==> src/rtl/mh_pkg.sv <==
package mh_pkg;
  localparam int HASH_W    = 32;
  localparam int LEN_W     = 2;
  localparam int KEY_BYTES = 3;
  localparam int KEY_W     = 8 * KEY_BYTES;

  typedef struct packed {
    logic              vld;
    logic              mul_en;
    logic [HASH_W-1:0] h;
  } mh_beat_t;
endpackage

==> src/rtl/mh_tail_stage.sv <==
module mh_tail_stage
  import mh_pkg::*;
(
  input  logic              clk,
  input  logic              rst,
  input  logic              en,
  input  logic              in_valid,
  input  logic [KEY_W-1:0]  key,
  input  logic [LEN_W-1:0]  len,
  input  logic [HASH_W-1:0] seed,
  output mh_beat_t          q
);
  logic [HASH_W-1:0] fold;

  always_comb begin
    fold = seed ^ {{(HASH_W-LEN_W){1'b0}}, len};
    for (int b = 0; b < KEY_BYTES; b++) begin
      if (b < int'(len))
        fold = fold ^ ({{(HASH_W-8){1'b0}}, key[8*b +: 8]} << (8*b));
    end
  end

  always_ff @(posedge clk) begin
    if (rst) begin
      q <= '0;
    end else if (en) begin
      q <= '{vld: in_valid, mul_en: (len != '0), h: fold};
    end
  end

  // An empty key leaves only the seed (XOR zero) in the first stage
  p_empty_seed_r5: assert property (@(posedge clk) disable iff (rst)
    en && in_valid && (len == '0) |=> q.h == $past(seed));
endmodule

==> src/rtl/mh_mul_stage.sv <==
module mh_mul_stage
  import mh_pkg::*;
#(
  parameter logic [HASH_W-1:0] MULT_K   = 32'h5bd1e995,
  parameter bit                USE_FLAG = 1'b0
) (
  input  logic     clk,
  input  logic     rst,
  input  logic     en,
  input  mh_beat_t d,
  output mh_beat_t q
);
  logic [HASH_W-1:0] prod;
  logic              do_mul;

  assign prod = d.h * MULT_K;

  generate
    if (USE_FLAG) begin : g_gated
      assign do_mul = d.mul_en;
    end else begin : g_always
      assign do_mul = 1'b1;
    end
  endgenerate

  always_ff @(posedge clk) begin
    if (rst) begin
      q <= '0;
    end else if (en) begin
      q.vld    <= d.vld;
      q.mul_en <= d.mul_en;
      q.h      <= do_mul ? prod : d.h;
    end
  end

  // An odd constant keeps the low bit of the hash
  p_lsb_kept_r1: assert property (@(posedge clk) disable iff (rst)
    en && d.vld |=> q.h[0] == $past(d.h[0]));

  // The tail multiply is bypassed for empty keys
  p_skip_mul_r5: assert property (@(posedge clk) disable iff (rst)
    en && d.vld && USE_FLAG && !d.mul_en |=> q.h == $past(d.h));

  // Stages only advance on enable
  p_hold_r9: assert property (@(posedge clk) disable iff (rst)
    !en |=> q == $past(q));
endmodule

==> src/rtl/mh_xs_stage.sv <==
module mh_xs_stage
  import mh_pkg::*;
#(
  parameter int SHIFT = 13
) (
  input  logic     clk,
  input  logic     rst,
  input  logic     en,
  input  mh_beat_t d,
  output mh_beat_t q
);
  always_ff @(posedge clk) begin
    if (rst) begin
      q <= '0;
    end else if (en) begin
      q.vld    <= d.vld;
      q.mul_en <= d.mul_en;
      q.h      <= d.h ^ (d.h >> SHIFT);
    end
  end

  // A right XOR-shift leaves the top SHIFT bits unchanged
  p_top_kept_r6: assert property (@(posedge clk) disable iff (rst)
    en && d.vld |=> q.h[HASH_W-1 -: SHIFT] == $past(d.h[HASH_W-1 -: SHIFT]));
endmodule

==> src/rtl/mh_short_hash.sv <==
module mh_short_hash
  import mh_pkg::*;
#(
  parameter logic [HASH_W-1:0] MULT_K  = 32'h5bd1e995,
  parameter int                SHIFT_A = 13,
  parameter int                SHIFT_B = 15
) (
  input  logic              clk,
  input  logic              rst,
  input  logic              in_valid,
  output logic              in_ready,
  input  logic [KEY_W-1:0]  in_key,
  input  logic [LEN_W-1:0]  in_len,
  input  logic [HASH_W-1:0] in_seed,
  output logic              out_valid,
  input  logic              out_ready,
  output logic [HASH_W-1:0] out_hash
);
  mh_beat_t s1, s2, s3, s4, s5;
  logic     adv;

  assign adv      = !s5.vld || out_ready;
  assign in_ready = adv;

  mh_tail_stage u_tail (
    .clk(clk), .rst(rst), .en(adv), .in_valid(in_valid),
    .key(in_key), .len(in_len), .seed(in_seed), .q(s1)
  );

  mh_mul_stage #(.MULT_K(MULT_K), .USE_FLAG(1'b1)) u_mul_tail (
    .clk(clk), .rst(rst), .en(adv), .d(s1), .q(s2)
  );

  mh_xs_stage #(.SHIFT(SHIFT_A)) u_xs_a (
    .clk(clk), .rst(rst), .en(adv), .d(s2), .q(s3)
  );

  mh_mul_stage #(.MULT_K(MULT_K), .USE_FLAG(1'b0)) u_mul_fin (
    .clk(clk), .rst(rst), .en(adv), .d(s3), .q(s4)
  );

  mh_xs_stage #(.SHIFT(SHIFT_B)) u_xs_b (
    .clk(clk), .rst(rst), .en(adv), .d(s4), .q(s5)
  );

  assign out_valid = s5.vld;
  assign out_hash  = s5.h;

  p_reset_clear_r7: assert property (@(posedge clk)
    rst |=> !out_valid);

  p_ready_low_r9: assert property (@(posedge clk) disable iff (rst)
    out_valid && !out_ready |-> !in_ready);

  p_stall_hold_r9: assert property (@(posedge clk) disable iff (rst)
    out_valid && !out_ready |=> out_valid && $stable(out_hash));
endmodule

==> config.mk <==
export PLATFORM = sky130hd
export DESIGN_NAME = mh_short_hash
export DESIGN_NICKNAME = d
export VERILOG_FILES = /design/src/rtl/mh_pkg.sv /design/src/rtl/mh_tail_stage.sv /design/src/rtl/mh_mul_stage.sv /design/src/rtl/mh_xs_stage.sv /design/src/rtl/mh_short_hash.sv
export SDC_FILE = /design/constraint.sdc
export NUM_CORES = 2
export LEC_CHECK = 0
export BUFFER_PORTS_ARGS = -buffer_cell sky130_fd_sc_hd__buf_4
export CAP_MARGIN = 20
export CORE_MARGIN = 4
export CORE_UTILIZATION = 40
export DETAILED_ROUTE_END_ITERATION = 8
export PLACE_DENSITY = 0.59
export SKIP_LAST_GASP = 1
export SYNTH_ARGS = -nofsm -noshare
export SYNTH_HDL_FRONTEND = slang
export SYNTH_SLANG_ARGS = --single-unit
==> constraint.sdc <==
create_clock -name clk -period 6.05 [get_ports clk]
set_input_delay 0.605 -clock clk [delete_from_list [all_inputs] [get_ports clk]]
set_output_delay 0.605 -clock clk [all_outputs]
set_load 0.05 [all_outputs]
==> Yosys cells after proc, flatten, opt, wreduce, memory -nomap -nowiden <==
Cells that the tools add are included.
{ "totals": {"regBits": 166, "latch_bits": 0, "ram_bits": 0, "rom_bits": 0, "output_inout_bits": 34, "word_cells": 29, "mem_count": 0} }
{ "op_classes": {"addsub": 0, "n_mul": 2, "div_mod_pow": 0, "n_lt_le_gt_ge": 3, "n_eq_ne": 0, "shift": 0, "n_mux": 4, "n_bitwise": 6, "reduce_logical": 3} }
{ "op_table": {"columns": ["operator", "n"], "rows": [
  ["2-to-1 mux 32 bit", 4],
  ["multiplier 32 x 31 -> 32 bit, second input constant", 2],
  ["bitwise XOR 32 x 16 -> 32 bit", 1],
  ["bitwise XOR 32 x 17 -> 32 bit", 1],
  ["bitwise XOR 32 x 19 -> 32 bit", 1],
  ["bitwise XOR 32 x 2 -> 32 bit", 1],
  ["bitwise XOR 32 x 24 -> 32 bit", 1],
  ["bitwise XOR 32 x 8 -> 32 bit", 1],
  ["less-than comparator 1 x 2 -> 1 bit, first input constant", 2],
  ["less-than comparator 2 bit, first input constant", 1],
  ["nonzero test 2 bit", 1],
  ["logical NOT 1 bit", 1],
  ["logical OR 1 bit", 1]
]} }

==> Logic depth before layout (Yosys ltp) <==
{ "depth": {"ltp_word": 7, "mapped_depth": 27, "depth_no_buf": 26} }

==> Cells and area by module <==
Synthesis repeated with hierarchy kept, for this count alone.
{ "hier_totals": {"hier_cells": 2603, "area_unflattened_um2": 25012.7} }
{ "modules_own_cells": {"columns": ["module", "instances", "cells_each", "area_each_um2", "seq_area_each_um2"], "rows": [
  ["mh_mul_stage (u_mul_tail)", 1, 1091, 10361.2, 680.7],
  ["mh_mul_stage (u_mul_fin)", 1, 1076, 10174.8, 680.7],
  ["mh_tail_stage", 1, 175, 1616.6, 680.7],
  ["mh_xs_stage (u_xs_a)", 1, 131, 1437.6, 680.7],
  ["mh_xs_stage (u_xs_b)", 1, 129, 1416.4, 680.7],
  ["mh_short_hash", 1, 1, 6.3, 0.0]
]} }

==> Least setup slack after synthesis <==
OpenSTA, ideal clock, no wires.
{ "synth_timing": {"path_type": "flip-flop to flip-flop", "startpoint": "register u_xs_a.q[8] (netlist bit)", "endpoint": "register u_mul_fin.q[31] (netlist bit)", "arrival_time_ps": 6307, "required_ps": 5936, "setup_slack_ps": -371, "stages_incl_launch_ff": 25, "period_less_slack_ps": 6421, "path_cell_list": "dfxtp_1 > inv_1 > fa_1 > inv_1 > ha_1 > inv_1 > fa_1 > inv_1 > fa_1 > inv_1 > fa_1 > inv_1 > fa_1 > fa_1 > inv_1 > fa_1 > inv_1 > ha_1 > and3_1 > nand2_1 > or2_2 > o211a_1 > o31ai_1 > xnor2_1 > a21o_1"} }
{ "synth_between": {"elab_chain_cells": 1} }
{ "synth_lines": {"columns": ["item", "line", "rtl"], "rows": [
  ["start, declared", "mh_xs_stage.sv:10", "output mh_beat_t q"],
  ["multiplier 32 x 31 -> 32 bit", "mh_mul_stage.sv:16", "assign prod = d.h * MULT_K;"],
  ["end, declared", "mh_mul_stage.sv:11", "output mh_beat_t q"]
]} }
Every way passes these cells.
A chain may end at the register's enable or synchronous reset.

==> Worst setup path after layout <==
{ "layout_timing": {"startpoint": "register u_tail.q[9] (netlist bit)", "endpoint": "register u_mul_tail.q[29] (netlist bit)"} }
{ "layout_between": {"elab_chain_cells": 2} }
{ "layout_lines": {"columns": ["item", "line", "rtl"], "rows": [
  ["start, declared", "mh_tail_stage.sv:11", "output mh_beat_t q"],
  ["start signal, assigned", "mh_tail_stage.sv:27", "q <= '{vld: in_valid, mul_en: (len != '0), h: fold};"],
  ["multiplier 32 x 31 -> 32 bit", "mh_mul_stage.sv:16", null],
  ["2-to-1 mux 32 bit", "mh_mul_stage.sv:32", "q.h <= do_mul ? prod : d.h;"],
  ["end, declared", "mh_mul_stage.sv:11", null]
]} }
Every way passes these cells.

==> impl_metrics.yaml <==
run_status:
  outcome: "complete, but fails checks"
  violations: "setup timing"
worst_setup_path:
  timing.critical_path.fanout_max: 4
  criticalPathCategory: "flop to flop"
  worst-endpoint-arrival_ns: 6.53
  worstSetupStartpointType: "flop"
  worstSetupEndpointType: "flop"
  r2r_setup_slack_ns: -0.11
  critical_path_required_ns: 6.42
sta:
  fin_crit_sh_pct: 102
  setup_repair_after_global_routing_missed_its_margin: "yes"
  finalHoldViolCount: 0
  fmax_mhz: 162
  timing.slew.headroom_pct: 31.8
  period_minus_slack_ns: 6.16
  final.setup.tns_ns: -0.373
  finalMaxSlewViolations: 0
  final.hold.worst_slack_ns: 0.409
  finClkSkew_ns: 0.0134
  tightestPinTransition_ns: 1.02
  final_critical_path_setup_slack_ns: -0.113
  number_of_failing_setup_endpoints_in_the_final_timing_report: 7
routing:
  first_iter_violations: 668
  detail_route.drc_violations: 0
  route.final.wire_length_mm: 66.3
  routed_wire_length_per_instance_um: 18.0
  detailedRoute.firstPassIterationCount: 5
  vias_per_cell: 4.85
  postRouteAntennaNets: 0
  route.vias.total: 17900
floorplanning:
  start_util_pct: 40.7
  die-width_um: 254
  core_mm2: 0.0595
  ios: 96
  floorplan.die_area_mm2: 0.0646
  placement_rows: 89
  die_h_um: 254
synthesis:
  synth_seq_cells: 166
  synth_largest_type_area_fraction_pct: 29.9
  synthTopCellsByCount: "696 x sky130_fd_sc_hd__inv_1, 432 x sky130_fd_sc_hd__ha_1, 362 x sky130_fd_sc_hd__fa_1, 181 x sky130_fd_sc_hd__nand2_1, 166 x sky130_fd_sc_hd__dfxtp_1"
  synthDistinctLibCells: 57
  synthesis.instances: 2608
  count_of_flip_flops_with_a_built_in_enable_after_synthesis: 0
  synth.largest_area_cell: "sky130_fd_sc_hd__fa_1"
  synthMostInstantiatedCell: "sky130_fd_sc_hd__inv_1"
  synth.cell_area_mm2: 0.0242
  syn-mean-instance-area_um2: 9.29
  synth-warning-count: 0
  yosysSeqAreaShare_pct: 13.7
  synthTopCellsByArea: "sky130_fd_sc_hd__fa_1 30%, sky130_fd_sc_hd__ha_1 22%, sky130_fd_sc_hd__dfxtp_1 14%"
  ys.flop_type: "sky130_fd_sc_hd__dfxtp_1"
  asyncSetResetFlopFracSynth_pct: 0
  syn_nets: 3464
cells_and_area:
  final_net_count: 3759
  area_delta_synth_final_pct: 20.8
  diodes_inserted: 0
  final_layout_size_suffix_gt1_share_pct: 19.8
grt:
  grt_start_max_net_pins: 99
  grtUsageMet3_pct: 2.07
  antenna_violations_before_repair: 0
  first_global_vias: 19600
  grtUsageMet2_pct: 38.2
  wire_length_of_the_first_global_routing_pass_mm: 106
  globalRoute.totalOverflow: 0
  grt_usage_pct: 21.0
  global_route.usage.met1_pct: 27.2
  globalRoute.busiestLayer: "met2"
hold_path:
  hold_class: "input pin to flop"
clock_network:
  clock-root-buffer: "sky130_fd_sc_hd__clkbuf_16"
  path_clk_slew_ns: 0.08
  htree_num_levels: 4
  insertion_delay_ns: 0.45
  cts_tree: "yes"
  cts_buffer_depth: 2
  cts-buffers-inserted: 17
  clock_sinks: 166
  ctsHoldBuffers: 0
run:
  maxCapViolCount: 0
placed_design:
  detailedPlacementHpwl_mm: 55.6
  finalWeightedCongestion: 0.939
  io_buffer_count: 95
==> area by class of cell <==
cell class                      count  area [um2]
Multi-Input combinational cell   1678       18900
Fill cell                        5593       30200
Clock buffer                       19         464
Sequential cell                   166        3370
Tap cell                          773         967
Timing Repair Buffer              344        2750
Clock inverter                     13         151
Inverter                          696        2630
==> metrics by stage <==
stage               utilization [%]  area [um2]  std cells  setup slack [ns]
floorplan                         -       24300       2608          -0.00412
global placement               46.3       27500       3637            -0.360
detailed placement             46.3       27500       3637            -0.366
CTS                            48.0       28500       3676            -0.253
global route                   49.2       29300       3689            -0.356
finish                         49.2       29300       3689            -0.113
==> flip-flops by register name, indices dropped and copies added (netlist names) <==
name / cells
u_tail.q: 34
u_mul_tail.q: 33
u_xs_b.q: 33
u_mul_fin.q: 33
u_xs_a.q: 33
==> path summary, 6_finish.rpt <==
kind,from,to,cells past startpoint
max reg2reg,u_tail.q[9],u_mul_tail.q[29],24
min reg2reg,u_mul_fin.q[33],u_mul_fin.q[33],2
min,in_seed[27],u_tail.q[27],3
max,u_tail.q[9],u_mul_tail.q[29],24
==> cells by family (layout without fill, tap and decap cells) <==
| family | Yosys count | after routing | synth area share, % |
|---|---|---|---|
| fa+ha+maj | 794 | 794 | 52.2 |
| buf+inv | 764 | 1072 | 11.8 |
| simple gates | 376 | 376 | 6.50 |
| compound gates | 314 | 314 | 8.55 |
| xor+xnor | 169 | 169 | 6.11 |
| flops | 166 | 166 | 13.7 |
| mux | 25 | 25 | 1.03 |
==> worst max-delay path: stages (launching register included) <==
cell and delay [ns]:
sky130_fd_sc_hd__dfxtp_4 0.36, sky130_fd_sc_hd__inv_4 0.04, sky130_fd_sc_hd__fa_1 0.54, sky130_fd_sc_hd__inv_2 0.05, sky130_fd_sc_hd__ha_4 0.25, sky130_fd_sc_hd__inv_2 0.03
sky130_fd_sc_hd__fa_1 0.46, sky130_fd_sc_hd__fa_1 0.50, sky130_fd_sc_hd__inv_1 0.05, sky130_fd_sc_hd__fa_1 0.46, sky130_fd_sc_hd__fa_1 0.50, sky130_fd_sc_hd__fa_1 0.54
sky130_fd_sc_hd__inv_2 0.04, sky130_fd_sc_hd__fa_1 0.52, sky130_fd_sc_hd__inv_2 0.05, sky130_fd_sc_hd__ha_4 0.28, sky130_fd_sc_hd__inv_4 0.04, sky130_fd_sc_hd__nor2_4 0.11
sky130_fd_sc_hd__nand2_2 0.06, sky130_fd_sc_hd__or3_4 0.37, sky130_fd_sc_hd__a31oi_4 0.20, sky130_fd_sc_hd__o41ai_4 0.12, sky130_fd_sc_hd__xnor2_1 0.17, sky130_fd_sc_hd__nand2_1 0.09
sky130_fd_sc_hd__a211oi_2 0.25
==> per-layer routing <==
metal  part of all wire [%]  routed length [um]
met1                     43               28800
met2                     52               34300
met3                    2.4                1590
met4                    2.5                1670
met5                      0                   0
==> repair_timing <==
action / in CTS / in global routing
gates resized for setup: 81 / 135
setup buffers: 9 / 14
setup endpoints to repair: 19 / 25
gates cloned: 0 / 0
pin swaps: 88 / 119
==> cell usage in the layout, fill, tap and decap left out, drive strengths merged, types with 3 or more instances in the layout <==
master   netlist  layout
xor2          50      50
a211oi        96      96
mux2i         25      25
o21bai         8       8
o2111ai        3       3
a21o          21      21
and2           4       4
nand3         11      11
a31oi          3       3
nor3          12      12
clkbuf        48      19
nand2        181     181
nor2         126     126
a221oi         3       3
or3            4       4
dfxtp        166     166
a21boi         6       6
o21a          10      10
xnor2        119     119
and3           5       5
nand4          7       7
nor3b          5       5
nand2b         5       5
o21ai         26      26
inv          696     701
fa           362     362
or2            7       7
clkinv         0       6
nor2b          4       4
a21oi        116     116
ha           432     432
buf           20     344
Power is not shown: default switching activity piles up to over one toggle a cycle in this logic, so the estimate is an artifact.
